===== config.mk =====
export PLATFORM = sky130hd
export DESIGN_NAME = dac_dbuf_front
export DESIGN_NICKNAME = d
export VERILOG_FILES = /design/src/rtl/dac_fe_pkg.sv /design/src/rtl/sync_chain.sv /design/src/rtl/edge_det.sv /design/src/rtl/frame_rx.sv /design/src/rtl/dac_reg.sv /design/src/rtl/dac_dbuf_front.sv
export SDC_FILE = /design/constraint.sdc
export NUM_CORES = 1
export LEC_CHECK = 0
export ABC_AREA = 1
export ABC_CLOCK_PERIOD_IN_PS = 3680
export CAP_MARGIN = 20
export CORE_MARGIN = 4
export CORE_UTILIZATION = 35
export CTS_BUF_LIST = sky130_fd_sc_hd__clkbuf_8
export CTS_CLUSTER_DIAMETER = 60
export DETAILED_ROUTE_END_ITERATION = 16
export SLEW_MARGIN = 20
export SYNTH_ARGS = -nofsm -noshare
export SYNTH_HDL_FRONTEND = slang
export SYNTH_SLANG_ARGS = --single-unit
export TNS_END_PERCENT = 5

===== constraint.sdc =====
create_clock -name clk -period 3.68 [get_ports clk]
set_input_delay 0.552 -clock clk [delete_from_list [all_inputs] [get_ports clk]]
set_output_delay 0.552 -clock clk [all_outputs]
set_load 0.02 [all_outputs]

===== src/rtl/dac_fe_pkg.sv =====
package dac_fe_pkg;

  localparam int unsigned CODE_W_DEF = 16;
  localparam int unsigned SYNC_STAGES_DEF = 2;

  typedef enum logic [1:0] {
    ACT_HOLD  = 2'd0,
    ACT_LOAD  = 2'd1,
    ACT_CLEAR = 2'd2
  } dac_act_e;

  // Priority of the output register: clear over load over hold.
  function automatic dac_act_e pick_action(input logic load_lvl_n, input logic clr_lvl_n);
    if (!clr_lvl_n) return ACT_CLEAR;
    if (!load_lvl_n) return ACT_LOAD;
    return ACT_HOLD;
  endfunction

endpackage


===== src/rtl/sync_chain.sv =====
module sync_chain #(
  parameter int unsigned STAGES  = dac_fe_pkg::SYNC_STAGES_DEF,
  parameter logic        RST_VAL = 1'b0
) (
  input  logic clk,
  input  logic rst_n,
  input  logic async_in,
  output logic sync_out
);

  logic [STAGES-1:0] stage_q;

  generate
    for (genvar g = 0; g < STAGES; g++) begin : g_stage
      if (g == 0) begin : g_first
        always_ff @(posedge clk or negedge rst_n) begin
          if (!rst_n) stage_q[0] <= RST_VAL;
          else        stage_q[0] <= async_in;
        end
      end else begin : g_next
        always_ff @(posedge clk or negedge rst_n) begin
          if (!rst_n) stage_q[g] <= RST_VAL;
          else        stage_q[g] <= stage_q[g-1];
        end
      end
    end
  endgenerate

  assign sync_out = stage_q[STAGES-1];

endmodule


===== src/rtl/edge_det.sv =====
module edge_det #(
  parameter logic RISING  = 1'b1,
  parameter logic RST_VAL = 1'b0
) (
  input  logic clk,
  input  logic rst_n,
  input  logic lvl,
  output logic pulse
);

  logic prev_q;

  always_ff @(posedge clk or negedge rst_n) begin
    if (!rst_n) prev_q <= RST_VAL;
    else        prev_q <= lvl;
  end

  generate
    if (RISING) begin : g_rise
      assign pulse = lvl & ~prev_q;
    end else begin : g_fall
      assign pulse = ~lvl & prev_q;
    end
  endgenerate

  // A detected edge lasts a single cycle.
  pulse_single_chk: assert property (@(posedge clk) disable iff (!rst_n)
    pulse |=> !pulse);

endmodule


===== src/rtl/frame_rx.sv =====
module frame_rx #(
  parameter int unsigned W = dac_fe_pkg::CODE_W_DEF
) (
  input  logic         clk,
  input  logic         rst_n,
  input  logic         cs_lvl_n,
  input  logic         cs_rise,
  input  logic         sclk_rise,
  input  logic         sdi_lvl,
  output logic [W-1:0] in_word,
  output logic         commit_evt
);

  localparam int unsigned CNT_W   = $clog2(W + 2);
  localparam int unsigned CNT_SAT = W + 1;
  localparam logic [W-1:0] MID    = {1'b1, {(W-1){1'b0}}};

  function automatic logic [W-1:0] shift_msb_first(input logic [W-1:0] cur, input logic b);
    return {cur[W-2:0], b};
  endfunction

  logic [W-1:0]     shreg_q;
  logic [CNT_W-1:0] bit_cnt_q;
  logic             shift_evt;

  assign shift_evt  = !cs_lvl_n && sclk_rise;
  assign commit_evt = cs_rise && (bit_cnt_q == CNT_W'(W));

  always_ff @(posedge clk or negedge rst_n) begin
    if (!rst_n) begin
      bit_cnt_q <= '0;
    end else if (cs_lvl_n) begin
      bit_cnt_q <= '0;
    end else if (sclk_rise && bit_cnt_q != CNT_W'(CNT_SAT)) begin
      bit_cnt_q <= bit_cnt_q + 1'b1;
    end
  end

  always_ff @(posedge clk or negedge rst_n) begin
    if (!rst_n)         shreg_q <= '0;
    else if (shift_evt) shreg_q <= shift_msb_first(shreg_q, sdi_lvl);
  end

  always_ff @(posedge clk or negedge rst_n) begin
    if (!rst_n)          in_word <= MID;
    else if (commit_evt) in_word <= shreg_q;
  end


  bad_count_keep_chk: assert property (@(posedge clk) disable iff (!rst_n)
    (cs_rise && bit_cnt_q != CNT_W'(W)) |=> $stable(in_word));


  idle_count_zero_chk: assert property (@(posedge clk) disable iff (!rst_n)
    cs_lvl_n |=> (bit_cnt_q == '0));


  count_bound_chk: assert property (@(posedge clk) disable iff (!rst_n)
    bit_cnt_q <= CNT_W'(CNT_SAT));

endmodule


===== src/rtl/dac_reg.sv =====
module dac_reg #(
  parameter int unsigned W = dac_fe_pkg::CODE_W_DEF
) (
  input  logic         clk,
  input  logic         rst_n,
  input  logic         load_lvl_n,
  input  logic         clr_lvl_n,
  input  logic         clr_fall,
  input  logic [W-1:0] in_word,
  output logic [W-1:0] dac_q
);
  import dac_fe_pkg::*;

  localparam logic [W-1:0] MID = {1'b1, {(W-1){1'b0}}};

  dac_act_e act;

  assign act = pick_action(load_lvl_n, clr_lvl_n);

  always_ff @(posedge clk or negedge rst_n) begin
    if (!rst_n) begin
      dac_q <= MID;
    end else begin
      case (act)
        ACT_CLEAR: dac_q <= MID;
        ACT_LOAD:  dac_q <= in_word;
        default:   dac_q <= dac_q;
      endcase
    end
  end


  clear_edge_mid_chk: assert property (@(posedge clk) disable iff (!rst_n)
    clr_fall |=> (dac_q == MID));


  clear_held_mid_chk: assert property (@(posedge clk) disable iff (!rst_n)
    !clr_lvl_n |=> (dac_q == MID));


  load_follow_chk: assert property (@(posedge clk) disable iff (!rst_n)
    (!load_lvl_n && clr_lvl_n) |=> (dac_q == $past(in_word)));


  idle_hold_chk: assert property (@(posedge clk) disable iff (!rst_n)
    (load_lvl_n && clr_lvl_n) |=> $stable(dac_q));

endmodule


===== src/rtl/dac_dbuf_front.sv =====
module dac_dbuf_front #(
  parameter int unsigned CODE_W      = dac_fe_pkg::CODE_W_DEF,
  parameter int unsigned SYNC_STAGES = dac_fe_pkg::SYNC_STAGES_DEF
) (
  input  logic              clk,
  input  logic              rst_n,
  input  logic              cs_n,
  input  logic              sclk,
  input  logic              sdi,
  input  logic              load_n,
  input  logic              clr_n,
  output logic [CODE_W-1:0] dac_code
);

  logic cs_s, sclk_s, sdi_s, load_s, clr_s;
  logic cs_rise, sclk_rise, clr_fall;
  logic commit_evt;
  logic [CODE_W-1:0] in_word;

  sync_chain #(.STAGES(SYNC_STAGES), .RST_VAL(1'b1)) u_sync_cs (
    .clk(clk), .rst_n(rst_n), .async_in(cs_n), .sync_out(cs_s));
  sync_chain #(.STAGES(SYNC_STAGES), .RST_VAL(1'b0)) u_sync_sclk (
    .clk(clk), .rst_n(rst_n), .async_in(sclk), .sync_out(sclk_s));
  sync_chain #(.STAGES(SYNC_STAGES), .RST_VAL(1'b0)) u_sync_sdi (
    .clk(clk), .rst_n(rst_n), .async_in(sdi), .sync_out(sdi_s));
  sync_chain #(.STAGES(SYNC_STAGES), .RST_VAL(1'b1)) u_sync_load (
    .clk(clk), .rst_n(rst_n), .async_in(load_n), .sync_out(load_s));
  sync_chain #(.STAGES(SYNC_STAGES), .RST_VAL(1'b1)) u_sync_clr (
    .clk(clk), .rst_n(rst_n), .async_in(clr_n), .sync_out(clr_s));

  edge_det #(.RISING(1'b1), .RST_VAL(1'b1)) u_cs_edge (
    .clk(clk), .rst_n(rst_n), .lvl(cs_s), .pulse(cs_rise));
  edge_det #(.RISING(1'b1), .RST_VAL(1'b0)) u_sclk_edge (
    .clk(clk), .rst_n(rst_n), .lvl(sclk_s), .pulse(sclk_rise));
  edge_det #(.RISING(1'b0), .RST_VAL(1'b1)) u_clr_edge (
    .clk(clk), .rst_n(rst_n), .lvl(clr_s), .pulse(clr_fall));

  frame_rx #(.W(CODE_W)) u_frame (
    .clk(clk), .rst_n(rst_n), .cs_lvl_n(cs_s), .cs_rise(cs_rise),
    .sclk_rise(sclk_rise), .sdi_lvl(sdi_s),
    .in_word(in_word), .commit_evt(commit_evt));

  dac_reg #(.W(CODE_W)) u_dac (
    .clk(clk), .rst_n(rst_n), .load_lvl_n(load_s), .clr_lvl_n(clr_s),
    .clr_fall(clr_fall), .in_word(in_word), .dac_q(dac_code));


  clear_keeps_input_chk: assert property (@(posedge clk) disable iff (!rst_n)
    (!clr_s && !commit_evt) |=> $stable(in_word));

endmodule


==> impl_metrics.py <==
metrics = {
    "die": {
        "die_area_um2": 8934,
        "rows": 31,
        "io_pins": 23,
        "die_h_um": 94.52,
        "core_um2": 7253,
        "start_util": 0.3612,
        "die_x_um": 94.52,
    },
    "detailed_routing": {
        "wl_met1_um": 2176,
        "vias": 1655,
        "drc_errors": 0,
        "viasPerCell": 4.390,
        "final_antenna_net_count": 0,
        "avgRoutedWirePerCell_um": 11.52,
        "drt_wl_total_um": 4343,
        "top_layer": "met4",
        "route.met2.wl_um": 1873,
        "drtIter0Drc": 72,
        "dr.pass1.iters": 4,
        "wl_met3_um": 151,
    },
    "synth": {
        "seq_area_frac_synth": 0.6251,
        "synth-edff-count": 0,
        "synth_area_per_cell_um2": 10.44,
        "syn_area_um2": 2620,
        "ys_ff_latch": 65,
        "synth_cell_types": 23,
        "syn_nets": 261,
        "synthTopCellsByCount": "69 x nand2_1, 56 x dfrtp_1, 24 x inv_1, 22 x nand3_1, 16 x o21ai_2",
        "synthArstFlopShare": 1.000,
        "synth_area_leaders": "dfrtp_1 53%, nand2_1 9.9%, dfstp_2 9.0%, o21ai_2 5.3%, nand3_1 4.2%",
        "yosysMostFrequentCell": "nand2_1",
        "synthFlopType": "dfrtp_1",
        "synth_top_cell_by_area": "dfrtp_1",
        "synth_top_area_share": 0.5349,
        "yosysWarnings": 0,
        "synthCells": 251,
    },
    "clock_tree": {
        "cts_max_level": 3,
        "clk_pin_slew_ps": 70,
        "post_cts_resize_count": 0,
        "postCtsSetupBuffers": 0,
        "cts_made_buffers": 9,
        "clock_latency_ps": 340,
        "hold_buffers": 0,
        "cts_root_buffer": "clkbuf_8",
        "numClockSinks": 65,
        "clockBufferDepth": 2,
        "cts_tree": "done",
    },
    "timing": {
        "rsz0062_at_grt": "false",
        "hold_violations": 0,
        "setup_tns_ps": 0,
        "post-route-period-util": 0.5451,
        "setup_viol": 0,
        "fmax_ghz": 0.4985,
        "finalCriticalPeriod_ps": 2006,
        "worst_slew_pin_slew_ps": 819.5,
        "skew_ps": 4.950,
        "max_slew_margin": 0.4523,
        "slew_violations": 0,
    },
    "placement": {
        "place.gp.congestion": 0.7763,
        "portBuffers": 22,
        "hpwlAfterDp_um": 2924,
        "placed_cell_area_um2": 2884,
        "place_inst": 361,
    },
    "pwr": {
        "power.density_nw_per_um2": 492.4,
        "peakVddDrop_mv": 0.1863,
        "cellLeakagePower_nw": 1.453,
        "p_int_mw": 1.192,
        "power_frac_comb": 0.055,
        "pwr-share-clk": 0.442,
        "seqPwrFrac": 0.503,
        "p_switching_uw": 340.7,
        "switching_share": 0.2223,
    },
    "setup_path": {
        "critPathTopFamily": "buffers and inverters",
        "slowest_delay_ps": 600,
        "crit_type": "reg2out",
        "critPathArrivalTime_ps": 1450,
        "required_ps": 3130,
        "critPathSlowestCell": "clkdlybuf4s50_1",
        "critical_path.max_fanout": 2,
        "crit_chain": "clkdlybuf4s50_1",
        "crit_path_start_kind": "register",
        "end_kind": "output pin",
        "critPathBufInv": 1,
    },
    "final_layout": {
        "design_area_um2": 3113,
        "final_layout_size_suffix_gt1_frac": 0.2014,
        "diodes": 0,
        "area.growth.synth_to_final_pct": 18.82,
        "final_cells": 377,
        "fin_nets": 283,
        "fillers": 720,
    },
    "global_routing": {
        "grt_pass1_vias": 1643,
        "overflow": 0,
        "grt.total_usage": 0.1120,
        "antenna_found_initial": 0,
        "grt_pass1_wl_um": 7603,
        "grt_max_degree": 40,
    },
    "run_status": {
        "status": "finished clean",
    },
    "run": {
        "max_cap_violations": 0,
    },
    "min_path": {
        "hold_path.class": "in2async",
    },
}
cells in the final DEF, fill, tap and decap left out:
cell type         n
nand2_1          69
dfrtp_1          56
inv_1            24
nand3_1          22
clkdlybuf4s50_1  21
o21ai_2          16
o21ai_0          14
clkbuf_8         11
dfstp_2           9
nand2_2           7
nand4_1           5
nor2_1            4
ha_1              3
nor2_4            2
clkinv_2          2
bufinv_16         2
inv_2             1
a21oi_1           1
nand3_2           1
xor2_1            1
nor2_8            1
nand4_4           1
a31oi_1           1
o21ai_1           1
clkinvlp_4        1
buf_2             1
buf_4             1
layer usage:
metal / global-route usage / vias to the layer above
met5: 0 / -
met4: 0.07933 / 0
li1: - / 847
met1: 0.1437 / 776
met2: 0.1678 / 21
met3: 0.02390 / 11
registers in the layout (all words and copies together) (netlist names), 5 cells and up:
| register | cells |
|---|---|
| u_frame.shreg_q | 16 |
| u_frame.in_word | 16 |
| u_dac.dac_q | 16 |
| u_frame.bit_cnt_q | 5 |
final timing paths:
path / slack, ps / depth (start not counted) / start / to
worst min register to register: 360 / 0 / u_sync_sclk.stage_q[0] / u_sync_sclk.sync_out
max in group asynchronous: 2530 / 2 / rst_n / u_dac.dac_q[10]
worst min-delay path: 300 / 1 / rst_n / u_sync_sclk.stage_q[0]
worst max-delay path: 1670 / 1 / u_dac.dac_q[15] / dac_code[15]
min in group clk: 360 / 0 / u_sync_sclk.stage_q[0] / u_sync_sclk.sync_out
worst max register to register: 1970 / 5 / u_frame.bit_cnt_q[0] / u_frame.in_word[10]
cells by family (layout without fill, tap and decap cells):
| group | after synthesis | in the layout | synth area share |
|---|---|---|---|
| and+or+nand+nor | 112 | 112 | 0.2034 |
| DFF | 65 | 65 | 0.6251 |
| buffers and inverters | 37 | 64 | 0.06734 |
| AOI/OAI and AO/OA | 33 | 33 | 0.08643 |
| adders and majority gates | 3 | 3 | 0.01433 |
| xor gates and xnor gates | 1 | 1 | 0.003343 |
worst register-to-register path: cells and delay by family, from the launching register on:
kind / cells / cell delay [ps]
compound gates: 1 / 70
fa+ha+maj: 1 / 200
buf+inv: 1 / 110
flops: 1 / 450
simple gates: 2 / 750
cell type report:
class                      instances  area, um^2  share of cell area
sequential                        65        1638              0.5261
multi-input combinational        149       805.8              0.2588
clock buffer                      11       151.4             0.04863
clock inverter                     5       77.57             0.02492
timing repair buffer              23       222.7             0.07154
tap                               99       123.9             0.03979
inverter                          25       93.84             0.03014
power groups by stage:
stage	Sequential (mW)	Combinational, mW	Clock [mW]
global placement	0.783	0.0842	0
finish	0.772	0.0842	0.677
global route	0.775	0.0991	0.722
detailed placement	0.784	0.0868	0
floorplan	0.779	0.0564	0
CTS	0.771	0.0873	0.695
stage by stage:
step             util  setup WS [ps]  total power, mW  hold slack (ps)
6_report       0.4292           1674            1.533            300.9
5_1_grt        0.4292           1641            1.596            362.2
4_1_cts        0.4292           1650            1.554            328.5
3_5_place_dp   0.3976           1983           0.8709            344.8
3_3_place_gp   0.3976           2011           0.8674            333.7
2_1_floorplan       -           2405           0.8351            256.4
(Power assumes the default switching activity.)
